File: config.mk
export PLATFORM = sky130hd
export DESIGN_NAME = io_snoop_fifo
export DESIGN_NICKNAME = d
export VERILOG_FILES = /design/src/rtl/snoop_pkg.sv /design/src/rtl/snoop_match.sv /design/src/rtl/snoop_fifo.sv /design/src/rtl/snoop_edge_sync.sv /design/src/rtl/io_snoop_fifo.sv
export SDC_FILE = /design/constraint.sdc
export NUM_CORES = 1
export LEC_CHECK = 0
export BUFFER_PORTS_ARGS = -buffer_cell sky130_fd_sc_hd__buf_2
export CAP_MARGIN = 20
export CORE_UTILIZATION = 46
export DETAILED_ROUTE_END_ITERATION = 10
export SYNTH_ARGS = -nofsm -noshare
export SYNTH_HDL_FRONTEND = slang
export SYNTH_HIERARCHICAL = 1
export SYNTH_SLANG_ARGS = --single-unit
File: constraint.sdc
create_clock -name clk_i -period 6.9 [get_ports clk_i]
set_clock_uncertainty 0.2 [all_clocks]
set_input_delay 1.38 -clock clk_i [delete_from_list [all_inputs] [get_ports clk_i]]
set_output_delay 1.38 -clock clk_i [all_outputs]
set_load 0.01 [all_outputs]
File: src/rtl/snoop_pkg.sv
`timescale 1ns/1ps
package snoop_pkg;
  localparam int ADDR_W = 16;
  localparam int DATA_W = 8;
  localparam int OFS_W  = 5;

  typedef enum logic [OFS_W-1:0] {
    OFS_P2_LO = 5'h02,
    OFS_P2_HI = 5'h04,
    OFS_CTRL  = 5'h06,
    OFS_STAT  = 5'h08,
    OFS_DATA  = 5'h0A,
    OFS_HRST  = 5'h0C,
    OFS_P1_LO = 5'h10,
    OFS_P1_HI = 5'h12
  } reg_ofs_e;

  // control bit positions
  localparam int CTL_P1_EN   = 7;
  localparam int CTL_P2_EN   = 6;
  localparam int CTL_HRST_IE = 4;
  localparam int CTL_RDY_IE  = 3;
  localparam int CTL_DWORD   = 2;

  // status bit positions
  localparam int ST_VALID = 7;
  localparam int ST_OVF   = 5;
  localparam int ST_TAG   = 0;
  localparam int HR_FLAG  = 6;

  typedef struct packed {
    logic              tag;
    logic [DATA_W-1:0] data;
  } entry_t;
endpackage

File: src/rtl/snoop_match.sv
`timescale 1ns/1ps
module snoop_match #(
  parameter int ADDR_W   = 16,
  parameter int DW_BYTES = 4
) (
  input  logic              wr_i,
  input  logic [ADDR_W-1:0] addr_i,
  input  logic [ADDR_W-1:0] port1_i,
  input  logic [ADDR_W-1:0] port2_i,
  input  logic              en1_i,
  input  logic              en2_i,
  input  logic              dword_i,
  output logic              hit_o,
  output logic              tag_o
);
  localparam logic [ADDR_W-1:0] WIN  = ADDR_W'(DW_BYTES);
  localparam logic [ADDR_W-1:0] LAST = ADDR_W'(DW_BYTES - 1);

  logic [ADDR_W-1:0] off;
  logic              hit1, hit2, win_hit;

  assign off     = addr_i - port1_i;
  assign win_hit = off < WIN;
  assign hit1    = en1_i && (addr_i == port1_i);
  assign hit2    = en2_i && (addr_i == port2_i);

  always_comb begin
    if (dword_i) begin
      hit_o = wr_i && win_hit;
      tag_o = off == LAST;
    end else begin
      hit_o = wr_i && (hit1 || hit2);
      tag_o = !hit1;  // port one has priority
    end
  end
endmodule

File: src/rtl/snoop_fifo.sv
`timescale 1ns/1ps
module snoop_fifo #(
  parameter int DEPTH = 16,
  parameter int WIDTH = 9,
  localparam int PW = (DEPTH > 1) ? $clog2(DEPTH) : 1,
  localparam int CW = $clog2(DEPTH + 1)
) (
  input  logic             clk_i,
  input  logic             rst_ni,
  input  logic             push_i,
  input  logic [WIDTH-1:0] wdata_i,
  input  logic             pop_i,
  output logic [WIDTH-1:0] rdata_o,
  output logic             empty_o,
  output logic             full_o,
  output logic [CW-1:0]    count_o
);
  logic [WIDTH-1:0] mem_q [DEPTH];
  logic [PW-1:0]    wptr_q, rptr_q;
  logic [CW-1:0]    cnt_q;
  logic             do_push, do_pop;

  assign empty_o = cnt_q == '0;
  assign full_o  = cnt_q == CW'(DEPTH);
  assign count_o = cnt_q;
  assign do_pop  = pop_i && !empty_o;
  assign do_push = push_i && (!full_o || do_pop);
  assign rdata_o = empty_o ? '0 : mem_q[rptr_q];

  function automatic logic [PW-1:0] nxt(input logic [PW-1:0] p);
    return (p == PW'(DEPTH - 1)) ? '0 : p + 1'b1;
  endfunction

  always_ff @(posedge clk_i) begin
    if (do_push) mem_q[wptr_q] <= wdata_i;
  end

  always_ff @(posedge clk_i or negedge rst_ni) begin
    if (!rst_ni) begin
      wptr_q <= '0;
      rptr_q <= '0;
      cnt_q  <= '0;
    end else begin
      if (do_push) wptr_q <= nxt(wptr_q);
      if (do_pop)  rptr_q <= nxt(rptr_q);
      case ({do_push, do_pop})
        2'b10:   cnt_q <= cnt_q + 1'b1;
        2'b01:   cnt_q <= cnt_q - 1'b1;
        default: cnt_q <= cnt_q;
      endcase
    end
  end
endmodule

File: src/rtl/snoop_edge_sync.sv
`timescale 1ns/1ps
module snoop_edge_sync #(
  parameter int STAGES = 2
) (
  input  logic clk_i,
  input  logic rst_ni,
  input  logic async_i,
  output logic change_o
);
  logic [STAGES-1:0] sync_q;
  logic              prev_q;

  always_ff @(posedge clk_i or negedge rst_ni) begin
    if (!rst_ni) begin
      sync_q <= '0;
      prev_q <= 1'b0;
    end else begin
      sync_q <= {sync_q[STAGES-2:0], async_i};
      prev_q <= sync_q[STAGES-1];
    end
  end

  assign change_o = sync_q[STAGES-1] ^ prev_q;
endmodule

File: src/rtl/io_snoop_fifo.sv
`timescale 1ns/1ps
module io_snoop_fifo
  import snoop_pkg::*;
#(
  parameter int DEPTH    = 16,
  parameter int DW_BYTES = 4,
  parameter int SYNC_N   = 2
) (
  input  logic              clk_i,
  input  logic              rst_ni,
  input  logic              host_wr_i,
  input  logic [ADDR_W-1:0] host_addr_i,
  input  logic [DATA_W-1:0] host_data_i,
  input  logic              host_rst_i,
  input  logic              reg_wr_i,
  input  logic              reg_rd_i,
  input  logic [OFS_W-1:0]  reg_addr_i,
  input  logic [DATA_W-1:0] reg_wdata_i,
  output logic [DATA_W-1:0] reg_rdata_o,
  output logic              irq_o
);
  localparam int EW = $bits(entry_t);
  localparam int CW = $clog2(DEPTH + 1);

  logic [ADDR_W-1:0] port1_q, port2_q;
  logic [DATA_W-1:0] ctrl_q;
  logic              ovf_q, hflag_q;

  logic   hit, tag, push, pop, empty, full, hchg, hclr, stat_rd;
  entry_t wentry, head;
  logic [EW-1:0] head_raw;
  logic [CW-1:0] count;

  snoop_match #(.ADDR_W(ADDR_W), .DW_BYTES(DW_BYTES)) i_match (
    .wr_i    (host_wr_i),
    .addr_i  (host_addr_i),
    .port1_i (port1_q),
    .port2_i (port2_q),
    .en1_i   (ctrl_q[CTL_P1_EN]),
    .en2_i   (ctrl_q[CTL_P2_EN]),
    .dword_i (ctrl_q[CTL_DWORD]),
    .hit_o   (hit),
    .tag_o   (tag)
  );

  assign wentry = '{tag: tag, data: host_data_i};
  assign pop    = reg_rd_i && (reg_addr_i == OFS_DATA) && !empty;
  assign push   = hit && (!full || pop);

  snoop_fifo #(.DEPTH(DEPTH), .WIDTH(EW)) i_fifo (
    .clk_i   (clk_i),
    .rst_ni  (rst_ni),
    .push_i  (push),
    .wdata_i (wentry),
    .pop_i   (pop),
    .rdata_o (head_raw),
    .empty_o (empty),
    .full_o  (full),
    .count_o (count)
  );
  assign head = entry_t'(head_raw);

  snoop_edge_sync #(.STAGES(SYNC_N)) i_hsync (
    .clk_i    (clk_i),
    .rst_ni   (rst_ni),
    .async_i  (host_rst_i),
    .change_o (hchg)
  );

  assign stat_rd = reg_rd_i && (reg_addr_i == OFS_STAT);
  assign hclr    = reg_wr_i && (reg_addr_i == OFS_HRST) && reg_wdata_i[HR_FLAG];

  always_ff @(posedge clk_i or negedge rst_ni) begin
    if (!rst_ni) begin
      port1_q <= '0;
      port2_q <= '0;
      ctrl_q  <= '0;
    end else if (reg_wr_i) begin
      case (reg_addr_i)
        OFS_P1_LO: port1_q[7:0]        <= reg_wdata_i;
        OFS_P1_HI: port1_q[ADDR_W-1:8] <= reg_wdata_i;
        OFS_P2_LO: port2_q[7:0]        <= reg_wdata_i;
        OFS_P2_HI: port2_q[ADDR_W-1:8] <= reg_wdata_i;
        OFS_CTRL:  ctrl_q              <= reg_wdata_i;
        default: ;
      endcase
    end
  end

  always_ff @(posedge clk_i or negedge rst_ni) begin
    if (!rst_ni) begin
      ovf_q   <= 1'b0;
      hflag_q <= 1'b0;
    end else begin
      if (hit && full && !pop) ovf_q <= 1'b1;
      else if (stat_rd && empty) ovf_q <= 1'b0;
      if (hchg)      hflag_q <= 1'b1;
      else if (hclr) hflag_q <= 1'b0;
    end
  end

  always_comb begin
    reg_rdata_o = '0;
    case (reg_addr_i)
      OFS_P1_LO: reg_rdata_o = port1_q[7:0];
      OFS_P1_HI: reg_rdata_o = port1_q[ADDR_W-1:8];
      OFS_P2_LO: reg_rdata_o = port2_q[7:0];
      OFS_P2_HI: reg_rdata_o = port2_q[ADDR_W-1:8];
      OFS_CTRL:  reg_rdata_o = ctrl_q;
      OFS_STAT: begin
        reg_rdata_o[ST_VALID] = !empty;
        reg_rdata_o[ST_OVF]   = ovf_q;
        reg_rdata_o[ST_TAG]   = !empty && head.tag;
      end
      OFS_DATA:  reg_rdata_o = head.data;
      OFS_HRST:  reg_rdata_o[HR_FLAG] = hflag_q;
      default: ;
    endcase
  end

  assign irq_o = (!empty && ctrl_q[CTL_RDY_IE]) || (hflag_q && ctrl_q[CTL_HRST_IE]);
endmodule

==> flow_summary.json <==
{
  "outcome": "complete, no violations",
  "nets": 798,
  "synth_top_family_by_area": "multiplexers",
  "layout_min_cycle_time_ns": 5.42,
  "grt_overflow": 0,
  "grtUsageTotal_pct": 23.1,
  "wl_per_cell_um": 24.2,
  "area_delta_synth_final_pct": 12.3,
  "critical_path.endpoint": "i_fifo/mem_q[1][6]",
  "htreeDepth": 1,
  "cp_max_fo": 14,
  "cts.sinks": 202,
  "coreArea_mm2": 0.0210,
  "postLayoutCoreUtil_pct": 52.8,
  "clk_pin_slew_ns": 0.05,
  "syn_nets": 745,
  "drtIter0Drc": 446,
  "start_util_pct": 47.0,
  "switching_power_w": 0.00106,
  "synth-main-ff-cell": "edfxtp_1",
  "syn_avg_cell_area_um2": 14.6,
  "fillCellCount": 1708,
  "rsz0062_at_grt": "no",
  "synth_cells": 677,
  "relSlewSlack_pct": 42.9,
  "tns_ns": 0,
  "cp.arrival_ns": 5.38,
  "synth_fa_ha_area_share_pct": 3.32,
  "synth-xor-area-share_pct": 2.22,
  "r2r_end": "i_fifo/mem_q[1][6]",
  "grt_max_degree": 59,
  "cts.repair.resized": 0,
  "critPathLaunchType": "input pin",
  "synth_compound_area_share_pct": 8.18,
  "cts_root_buf": "clkbuf_16",
  "synthMuxAreaShare_pct": 16.1,
  "hp-class": "register to register",
  "ys_ff_latch": 202,
  "max_freq_mhz": 185,
  "grt_pass1_wl_um": 38100,
  "worstSkewPairLatency_ns": 0.52,
  "antenna_found_initial": 0,
  "synth-simple-area-share_pct": 9.26,
  "final_common_cell": "edfxtp_1",
  "r2r_cells": 13,
  "dpl_cell_area_mm2": 0.0104,
  "first_pass_iters": 6,
  "die_h_um": 149,
  "ys_seq_area_share_pct": 58.4,
  "end_kind": "register",
  "cts_setup_buffers": 0,
  "grt_pass1_vias": 6261,
  "rr_startpoint": "port1_q[0]",
  "rows": 53,
  "viasPerCell": 6.05,
  "p_clk_share_pct": 32.3,
  "die_w_um": 149,
  "report.final.slew_viol_count": 0,
  "ir_drop_mv": 0.239,
  "synth-edff-count": 144,
  "synth_cell_types": 87,
  "port_buffers": 51,
  "crit_start": "host_addr_i[0]",
  "drcViolationCount": 0,
  "fin_cells": 1021,
  "worstMarginPinSlew_ns": 0.856,
  "r2r_slack_ns": 2.06,
  "syn_area_mm2": 0.00988,
  "switching_share_pct": 30.0,
  "setup_violations": 0,
  "die_area_mm2": 0.0221,
  "cts_hold_buf": 0,
  "dp_cells": 981,
  "period_share_pct": 78.5,
  "multi_input_area_mm2": 0.00386,
  "drive_gt1_share_pct": 26.3,
  "ys_async_sr_fraction_pct": 28.7,
  "path_class": "input pin to register",
  "dr_total_vias": 6180,
  "most-common-layout-cells": "144 x edfxtp_1, 57 x dfrtp_1, 51 x buf_2, 50 x mux2_2, 36 x mux4_2",
  "drv_cap": 0,
  "diodes": 0,
  "p_per_area_mw_per_mm2": 319,
  "hold_viol_final": 0,
  "final_cell_area_mm2": 0.0111,
  "ant_nets": 0,
  "cts_tree": "done",
  "pwr-share-seq_pct": 42.9,
  "seqCellArea_mm2": 0.00578,
  "numCtsBuffers": 22,
  "p_leak_nw": 4.12,
  "wirelength_um": 24700,
  "yosysWarningCount": 6,
  "routabilityCongestion": 0.942,
  "p_int_w": 0.00248,
  "clk_path_buf_depth": 3,
  "critical_path_required_ns": 6.86,
  "dpl.hpwl_um": 17800,
  "pin_count": 52,
  "pwr-share-comb_pct": 24.8
}
## Yosys cell counts, types with 11 or more instances
cell / n / share of area, %
nand3_1: 15 / 0.76
xnor2_1: 16 / 1.4
mux2_2: 50 / 5.7
ha_1: 23 / 2.9
edfxtp_1: 144 / 44
nor2_1: 14 / 0.53
nand2_1: 24 / 0.91
o21ai_0: 26 / 1.3
mux2i_1: 21 / 2.1
nand4_1: 11 / 0.70
clkbuf_1: 11 / 0.42
inv_1: 30 / 1.1
mux4_2: 36 / 8.2
buf_2: 13 / 0.66
a21oi_1: 17 / 0.86
dfrtp_1: 58 / 15
## logic make-up after synthesis
kind of cell | Yosys count
AO/OA/AOI/OAI | 115
buffers and inverters | 56
AND/OR/NAND/NOR | 146
multiplexers | 108
XOR/XNOR | 25
adder cells (fa/ha/maj) | 25
flip-flops | 202
## power groups by stage
stage	clock, W	sequential [W]	combinational, W
floorplan	0	0.00148	0.000664
global placement	0	0.00154	0.000855
detailed placement	0	0.00155	0.000869
CTS	0.00117	0.00152	0.000874
global route	0.00121	0.00154	0.000950
finish	0.00114	0.00152	0.000879
## layer usage
| layer | share of wire, % | global-route usage (%) | vias to the layer above |
|---|---|---|---|
| met1 | 42 | 31.7 | 3161 |
| li1 | - | - | 2763 |
| met4 | 2.9 | 7.32 | 0 |
| met5 | 0 | 0 | - |
| met2 | 50 | 38.6 | 215 |
| met3 | 5.5 | 2.67 | 41 |
## sequential cells by signal (all words and copies together), names as in the netlist
name,flops
port1_q,16
i_fifo/mem_q,144
ctrl_q,8
i_hsync/sync_q,2
hflag_q,1
ovf_q,1
i_hsync/prev_q,1
port2_q,16
i_fifo/rptr_q,4
i_fifo/wptr_q,4
i_fifo/count_o,5
## critical path, stage by stage
cell	delay [ns]
buf_2	0.10
inv_1	0.05
ha_1	0.21
fa_1	0.40
and2b_1	0.24
o22a_1	0.20
o311a_2	0.18
o21ai_0	0.10
a2111oi_2	0.34
nand4_1	0.20
a21oi_1	0.33
o21a_1	0.29
o31a_1	0.50
nor3b_1	0.38
and2_1	0.47
## worst min-delay path by stage
stage | from | endpoint | slack (ns) | cells past startpoint
6_report | i_hsync/sync_q[0] | i_hsync/sync_q[1] | 0.15 | 0
5_1_grt | i_hsync/sync_q[0] | i_hsync/sync_q[1] | 0.16 | 0
4_1_cts | i_hsync/sync_q[0] | i_hsync/sync_q[1] | 0.15 | 0
3_5_place_dp | i_hsync/sync_q[0] | i_hsync/sync_q[1] | 0.14 | 0
3_3_place_gp | i_hsync/sync_q[0] | i_hsync/sync_q[1] | 0.13 | 0
2_1_floorplan | i_hsync/sync_q[0] | i_hsync/sync_q[1] | 0.13 | 0
## cell type report
cell class,instances,share of cell area [%]
timing repair buffer,55,2.57
clock buffer,28,5.25
tap,275,3.10
sequential,202,52.1
inverter,30,1.01
multi-input combinational,419,34.8
clock inverter,12,1.17
## through the flow
stage / total power [W] / hold WS [ns] / worst slack [ns]
after CTS: 0.00357 / 0.151 / 1.56
after global routing: 0.00370 / 0.157 / 1.24
after global placement: 0.00240 / 0.133 / 1.13
after floorplan: 0.00215 / 0.131 / 2.04
after detailed placement: 0.00242 / 0.139 / 1.02
final: 0.00354 / 0.149 / 1.48
(Power assumes the default switching activity.)
